$ cat src/rtl/chk_node_pkg.sv
package chk_node_pkg;

    // Width of an edge index for a node of the given degree (at least one bit).
    function automatic int sel_width(input int degree);
        return (degree <= 2) ? 1 : $clog2(degree);
    endfunction

    // Number of leaves of the padded merge tree.
    function automatic int tree_leaves(input int degree);
        return 1 << sel_width(degree);
    endfunction

endpackage

$ cat src/rtl/cn_merge_cell.sv
// Combines two partial (smallest, second, index) triples. Operand a always
// covers lower edge indices than operand b, so a wins every tie.
module cn_merge_cell #(
    parameter int MAG_W = 5,
    parameter int SEL_W = 3
) (
    input  logic [MAG_W-1:0] a_min1,
    input  logic [MAG_W-1:0] a_min2,
    input  logic [SEL_W-1:0] a_idx,
    input  logic [MAG_W-1:0] b_min1,
    input  logic [MAG_W-1:0] b_min2,
    input  logic [SEL_W-1:0] b_idx,
    output logic [MAG_W-1:0] y_min1,
    output logic [MAG_W-1:0] y_min2,
    output logic [SEL_W-1:0] y_idx
);
    typedef struct packed {
        logic [MAG_W-1:0] lo;
        logic [MAG_W-1:0] nx;
        logic [SEL_W-1:0] ix;
    } part_t;

    part_t win, lose, res;
    logic  b_strict;

    always_comb begin
        b_strict = (b_min1 < a_min1);
        if (b_strict) begin
            win  = '{lo: b_min1, nx: b_min2, ix: b_idx};
            lose = '{lo: a_min1, nx: a_min2, ix: a_idx};
        end else begin
            win  = '{lo: a_min1, nx: a_min2, ix: a_idx};
            lose = '{lo: b_min1, nx: b_min2, ix: b_idx};
        end
        // Second place: the winner's runner-up or the loser's best.
        res.lo = win.lo;
        res.ix = win.ix;
        res.nx = (lose.lo < win.nx) ? lose.lo : win.nx;
    end

    assign y_min1 = res.lo;
    assign y_min2 = res.nx;
    assign y_idx  = res.ix;
endmodule

$ cat src/rtl/cn_min_tree.sv
// Padded binary tree of merge cells, stored heap style: node k has
// children 2k (lower edges) and 2k+1 (higher edges); leaves sit at LEAVES+i.
module cn_min_tree
    import chk_node_pkg::*;
#(
    parameter int DEGREE = 6,
    parameter int MAG_W  = 5,
    parameter int SEL_W  = 3
) (
    input  logic [DEGREE*MAG_W-1:0] mag_flat,
    output logic [MAG_W-1:0]        min1,
    output logic [MAG_W-1:0]        min2,
    output logic [SEL_W-1:0]        sel
);
    localparam int LEAVES = 1 << SEL_W;
    localparam int NODES  = 2 * LEAVES;
    localparam logic [MAG_W-1:0] FULL = {MAG_W{1'b1}};

    logic [MAG_W-1:0] n_min1 [1:NODES-1];
    logic [MAG_W-1:0] n_min2 [1:NODES-1];
    logic [SEL_W-1:0] n_idx  [1:NODES-1];

    for (genvar i = 0; i < LEAVES; i++) begin : g_leaf
        if (i < DEGREE) begin : g_real
            assign n_min1[LEAVES+i] = mag_flat[i*MAG_W +: MAG_W];
        end else begin : g_pad
            assign n_min1[LEAVES+i] = FULL;
        end
        assign n_min2[LEAVES+i] = FULL;
        assign n_idx[LEAVES+i]  = SEL_W'(i);
    end

    for (genvar k = 1; k < LEAVES; k++) begin : g_cell
        cn_merge_cell #(.MAG_W(MAG_W), .SEL_W(SEL_W)) u_cell (
            .a_min1 (n_min1[2*k]),
            .a_min2 (n_min2[2*k]),
            .a_idx  (n_idx[2*k]),
            .b_min1 (n_min1[2*k+1]),
            .b_min2 (n_min2[2*k+1]),
            .b_idx  (n_idx[2*k+1]),
            .y_min1 (n_min1[k]),
            .y_min2 (n_min2[k]),
            .y_idx  (n_idx[k])
        );
    end

    assign min1 = n_min1[1];
    assign min2 = n_min2[1];
    assign sel  = n_idx[1];
endmodule

$ cat src/rtl/cn_parity.sv
// Overall check parity: the signs of all edges folded with the syndrome bit.
module cn_parity #(
    parameter int DEGREE = 6
) (
    input  logic [DEGREE-1:0] signs,
    input  logic              syndrome,
    output logic              parity
);
    assign parity = (^signs) ^ syndrome;
endmodule

$ cat src/rtl/minsum_chk_node.sv
module minsum_chk_node
    import chk_node_pkg::*;
#(
    parameter int DEGREE = 6,
    parameter int MAG_W  = 5,
    localparam int SEL_W = sel_width(DEGREE)
) (
    input  logic                    clk,
    input  logic                    rst,
    input  logic                    in_valid,
    input  logic [DEGREE-1:0]       msg_sign,
    input  logic [DEGREE*MAG_W-1:0] msg_mag,
    input  logic                    syndrome,
    output logic                    out_valid,
    output logic                    out_parity,
    output logic [SEL_W-1:0]        out_sel,
    output logic [MAG_W-1:0]        out_min1,
    output logic [MAG_W-1:0]        out_min2
);
    typedef struct packed {
        logic             parity;
        logic [SEL_W-1:0] sel;
        logic [MAG_W-1:0] min1;
        logic [MAG_W-1:0] min2;
    } tuple_t;

    tuple_t tup_d, tup_q;
    logic   vld_q;

    cn_parity #(.DEGREE(DEGREE)) u_par (
        .signs    (msg_sign),
        .syndrome (syndrome),
        .parity   (tup_d.parity)
    );

    cn_min_tree #(.DEGREE(DEGREE), .MAG_W(MAG_W), .SEL_W(SEL_W)) u_tree (
        .mag_flat (msg_mag),
        .min1     (tup_d.min1),
        .min2     (tup_d.min2),
        .sel      (tup_d.sel)
    );

    always_ff @(posedge clk) begin
        if (rst) begin
            tup_q <= '0;
            vld_q <= 1'b0;
        end else begin
            vld_q <= in_valid;
            if (in_valid) begin
                tup_q <= tup_d;
            end
        end
    end

    assign out_valid  = vld_q;
    assign out_parity = tup_q.parity;
    assign out_sel    = tup_q.sel;
    assign out_min1   = tup_q.min1;
    assign out_min2   = tup_q.min2;
endmodule

$ cat config.mk
export PLATFORM = sky130hd
export DESIGN_NAME = minsum_chk_node
export DESIGN_NICKNAME = d
export VERILOG_FILES = /design/src/rtl/chk_node_pkg.sv /design/src/rtl/cn_merge_cell.sv /design/src/rtl/cn_min_tree.sv /design/src/rtl/cn_parity.sv /design/src/rtl/minsum_chk_node.sv
export SDC_FILE = /design/constraint.sdc
export NUM_CORES = 1
export LEC_CHECK = 0
export BUFFER_PORTS_ARGS = -buffer_cell sky130_fd_sc_hd__buf_2
export CELL_PAD_IN_SITES_DETAIL_PLACEMENT = 1
export CELL_PAD_IN_SITES_GLOBAL_PLACEMENT = 2
export CORE_AREA = 3 3 103 105
export CTS_CLUSTER_DIAMETER = 40
export DETAILED_ROUTE_END_ITERATION = 16
export DIE_AREA = 0 0 106 108
export PLACE_DENSITY_LB_ADDON = 0.1
export RECOVER_POWER = 50
export REMOVE_ABC_BUFFERS = 1
export SLEW_MARGIN = 10
export SYNTH_ARGS = -nofsm -noshare
export SYNTH_HDL_FRONTEND = slang
export SYNTH_SLANG_ARGS = --single-unit
$ cat constraint.sdc
create_clock -name clk -period 8.5 [get_ports clk]
set_clock_uncertainty 0.1 [all_clocks]
set_input_delay 0.425 -clock clk [delete_from_list [all_inputs] [get_ports clk]]
set_output_delay 0.425 -clock clk [all_outputs]
set_load 0.005 [all_outputs]
==> results.cfg, run 1 <==
[critical_path]
startpoint_type = input port
worstSetupPathType = input port to register
r2r_end = out_min2[1]$_SDFFE_PP0P_
slowest_stage = o221ai_4
worst_setup_path_end_kind = register
path_max_fanout = 17
cp.required_ns = 8.47
worst-r2r-setup-slack_ns = 7.62
crit_top_cell = inv_1
ff2ff_path_depth = 2
regToRegStartpoint = out_min2[1]$_SDFFE_PP0P_
max_stage_delay_ns = 0.48
cp_data_arrival_time_ns = 7.59

[placed_design]
place_area_sq_um = 2820
pre_cts_ws_ns = 0.632
hpwl_mm = 6.37
port_buffers = 54
place_congestion = 0.757

[synth]
synth-main-ff-cell = dfxtp_1
synth-edff-count = 0
synth_top_area_frac = 0.179
synth_cell_types = 65
netlist_area_sq_um = 2400
synth_area_leaders = mux2i_1, dfxtp_1, ha_1
netlist_instances = 284
synth-seq-cells = 15
yosysWarnings = 0
ys_seq_area_frac = 0.125
avgSynthCellArea_sq_um = 8.46
yosysTopAreaCell = mux2i_1
synth-async-reset-ratio = 0

[timing]
setup_violations = 0
final-hold-violation-count = 0
fin_crit_sh = 0.897
fmax_mhz = 131
rsz0062_at_grt = no
relSlewSlack = 0.217
finalWorstSetupSlack_ns = 0.878
min_period_ns = 7.62
tns_ns = 0
drv_slew = 0
tightest_slew_ns = 1.17

[final_layout]
areaGrowthSynthToFinish_pct = 18.9
layout_commonest_cell = buf_2
antennaDiodeCount = 0
fin_nets = 403
final_cell_mix = buf_2, mux2i_1, nor2_1
design_area_sq_um = 2860
drive_above_1_share = 0.240

[floorplan]
placeableCoreArea_sq_um = 9730
die_w_microns = 106
rows = 36
initial_utilization = 0.247
ios = 55
dieArea_sq_um = 11400
fp.dieH_microns = 108

[power_and_ir_drop]
power_mw = 0.692
ir_drop_mv = 0.0692
p_per_area_nw_per_um2 = 242
power.leakage_nw = 1.33

[grt]
grt_pass1_wl_mm = 12.1
grt.overflow.total = 0
grt_use_total = 0.130
grt_antenna_before_repair = 0
grt_pass1_vias = 2299
grt_max_degree = 25

[detailed_routing]
drt_pass1_iterations = 4
routed-via-count = 2227
drt_iter0_drc = 61
via_per_inst = 4.73
drc = 0
wl_per_cell_microns = 15.6
antenna_left = 0
wl_mm = 7.36

[clock_tree]
cts.sink_count = 15
htreeDepth = 1
cts_made_buffers = 3
cts.clk_slew.worst_paths_ns = 0.06
clk_latency_ns = 0.24
ctsResizeCount = 0
cts_buffer_depth = 2
cts_root_buffer = clkbuf_8
cts_tree = done
hold_buffers = 0
post_cts_buffers = 0

[min_path]
hp-start = out_sel[1]$_SDFFE_PP0P_
min_to = out_sel[1]$_SDFFE_PP0P_
hold_class = register to register
min_path_cells = 2

[outcome]
status = finished, final reports clean

[flow_run]
maxCapViolations = 0
==> through the flow <==
step / std cells / hold WS [ns] / utilization
after global routing: 471 / 0.406 / 0.294
after detailed placement: 467 / 0.360 / 0.290
after global placement: 467 / 0.355 / 0.290
after CTS: 471 / 0.370 / 0.295
after floorplan: 275 / 0.355 / -
final: 471 / 0.371 / 0.294
==> state kept, by name, indices dropped and copies added, names as in the netlist <==
signal	cells
out_min1	5
out_min2	5
out_sel	3
out_parity	1
out_valid	1
==> worst max-delay path: cells and delay by family <==
kind / cells / cell delay [ns]
AO/OA/AOI/OAI: 13 / 3.51
multiplexers: 5 / 1.36
adder cells (fa/ha/maj): 4 / 1.24
buffers and inverters: 7 / 0.57
AND/OR/NAND/NOR: 3 / 0.49
==> worst max-delay path by stage <==
stage / start / end / slack (ns)
after floorplan: msg_mag[2] / out_min2[1]$_SDFFE_PP0P_ / 1.43
after global placement: msg_mag[12] / out_min2[1]$_SDFFE_PP0P_ / 0.79
after detailed placement: msg_mag[12] / out_min2[1]$_SDFFE_PP0P_ / 0.63
after CTS: msg_mag[12] / out_min2[1]$_SDFFE_PP0P_ / 0.84
after global routing: msg_mag[12] / out_min2[2]$_SDFFE_PP0P_ / 0.22
final: msg_mag[12] / out_min2[2]$_SDFFE_PP0P_ / 0.88
==> power by group <==
group	total [mW]	internal (mW)	switching, mW
Clock	0.0563	0.0324	0.0239
Sequential	0.0942	0.0863	0.00792
Combinational	0.542	0.235	0.307
Total	0.692	0.354	0.338
==> metal layers <==
metal	up-vias	wire, microns	global-route usage	share of wire
met5	-	0	0	0
met4	0	17	0.0111	0.0023
met3	2	198	0.0125	0.027
met2	42	3190	0.213	0.43
met1	1036	3950	0.192	0.54
li1	1147	-	-	-
==> final cells by class <==
class                   instances  area (sq um)
well taps                     133           166
clock inverters                 1          5.00
inverters                      30           113
repair buffers                 59           295
multi-input cells             230          1940
clock buffers                   3          41.3
flip-flops and latches         15           300
fillers                      1207          6870
==> cells in the mapped netlist, types with 4 or more instances <==
library cell  instances
nor2b_1               5
nand2_1              12
a21boi_0              4
a211oi_1              6
dfxtp_1              15
a21oi_1              26
nand4_1               4
nor2_1               32
clkbuf_1              4
inv_1                30
o21ai_0               5
xnor2_1               4
mux2i_1              43
ha_1                 24
==> logic make-up after synthesis <==
kind of cell / count (synthesis) / share of synthesized area
multiplexers: 51 / 0.227
adder cells (fa/ha/maj): 24 / 0.125
XOR/XNOR: 6 / 0.0219
AO/OA/AOI/OAI: 81 / 0.295
AND/OR/NAND/NOR: 68 / 0.136
flip-flops: 15 / 0.125
buffers and inverters: 39 / 0.0692
(Power assumes the default switching activity.)
==> run 2, diff against run 1 <==
--- a/config.mk
+++ b/config.mk
@@ -12,8 +12,9 @@
 export CTS_CLUSTER_DIAMETER = 40
 export DETAILED_ROUTE_END_ITERATION = 16
 export DIE_AREA = 0 0 106 108
+export GPL_ROUTABILITY_DRIVEN = 0
 export PLACE_DENSITY_LB_ADDON = 0.1
-export RECOVER_POWER = 50
+export RECOVER_POWER = 25
 export REMOVE_ABC_BUFFERS = 1
 export SLEW_MARGIN = 10
 export SYNTH_ARGS = -nofsm -noshare
==> results.cfg, run 2 (synthesized netlist as in run 1, its figures left out) <==
[clock_tree]
cts.clk_slew.worst_paths_ns = 0.06
post_cts_buffers = 0
cts.sink_count = 15
cts_buffer_depth = 2
clk_latency_ns = 0.24
cts_made_buffers = 3
htreeDepth = 1
hold_buffers = 0
cts_root_buffer = clkbuf_8
cts_tree = done
ctsResizeCount = 0

[final_layout]
design_area_sq_um = 2870
ff_latch_area_sq_um = 300
final_cell_mix = buf_2, mux2i_1, nor2_1
layout_commonest_cell = buf_2
drive_above_1_share = 0.257
fillers = 1206
fin_nets = 403
antennaDiodeCount = 0
multi_input_comb_area_sq_um = 1940
final_cells = 471
areaGrowthSynthToFinish_pct = 19.2

[critical_path]
cp.required_ns = 8.47
ff2ff_path_depth = 2
worst_setup_path_end_kind = register
path_max_fanout = 17
startpoint_type = input port
crit_top_cell = inv_1
slowest_stage = o221ai_4
cp_data_arrival_time_ns = 7.60
worstSetupPathType = input port to register
max_stage_delay_ns = 0.48

[floorplan]
initial_utilization = 0.247
rows = 36
placeableCoreArea_sq_um = 9730
dieArea_sq_um = 11400
ios = 55
die_w_microns = 106
fp.dieH_microns = 108

[grt]
grt_pass1_wl_mm = 12.1
grt_pass1_vias = 2299
grt.overflow.total = 0
grt_antenna_before_repair = 0
grt_use_total = 0.130
grt_max_degree = 25

[detailed_routing]
wl_mm = 7.35
drt_pass1_iterations = 4
drc = 0
wl_per_cell_microns = 15.6
via_per_inst = 4.73
drt_iter0_drc = 61
antenna_left = 0
routed-via-count = 2230

[placed_design]
hpwl_mm = 6.37
pre_cts_ws_ns = 0.632
placed_cells = 467
port_buffers = 54
place_area_sq_um = 2820

[min_path]
min_path_cells = 2
hold_class = register to register

[timing]
relSlewSlack = 0.219
final-hold-violation-count = 0
fin_crit_sh = 0.897
drv_slew = 0
fmax_mhz = 131
tns_ns = 0
setup_violations = 0
whs_ns = 0.371
min_period_ns = 7.63
tightest_slew_ns = 1.17
rsz0062_at_grt = no
finalWorstSetupSlack_ns = 0.873

[power_and_ir_drop]
p_per_area_nw_per_um2 = 242
power.leakage_nw = 1.36
ir_drop_mv = 0.0692

[outcome]
status = finished, final reports clean

[flow_run]
maxCapViolations = 0
[run 2: worst max-delay path, delay by kind of cell]
family / cells / cell delay (ns)
compound gates: 13 / 3.51
mux: 5 / 1.37
fa+ha+maj: 4 / 1.24
buf+inv: 7 / 0.57
simple gates: 3 / 0.49
[run 2: through the flow]
stage,power (mW),util
floorplan,0.497,-
global placement,0.639,0.290
detailed placement,0.645,0.290
CTS,0.705,0.295
global route,0.770,0.294
finish,0.694,0.294
[run 2: final cells by class]
class	instances	area share
clock inverters	1	0.00175
multi-input cells	230	0.676
flip-flops and latches	15	0.105
well taps	133	0.0581
clock buffers	3	0.0144
inverters	30	0.0393
repair buffers	59	0.106
[run 2: per-layer routing]
layer	global-route usage	part of all wire
met1	0.192	0.54
met5	0	0
met2	0.213	0.43
met4	0.0111	0.0023
met3	0.0125	0.026
[run 2: power breakdown]
| part | switching [mW] | leakage (nW) | internal [mW] | total (mW) |
|---|---|---|---|---|
| Sequential | 0.00779 | 0.124 | 0.0863 | 0.0940 |
| Combinational | 0.307 | 1.21 | 0.236 | 0.543 |
| Clock | 0.0240 | 0.0255 | 0.0324 | 0.0564 |
[run 2: path summary, 6_finish.rpt]
check                             endpoint                      from  slack (ns)
hold / removal     out_sel[1]$_SDFFE_PP0P_   out_sel[1]$_SDFFE_PP0P_        0.37
hold reg to reg    out_sel[1]$_SDFFE_PP0P_   out_sel[1]$_SDFFE_PP0P_        0.37
setup / recovery  out_min2[2]$_SDFFE_PP0P_               msg_mag[12]        0.87
setup reg to reg  out_min2[1]$_SDFFE_PP0P_  out_min2[1]$_SDFFE_PP0P_        7.62
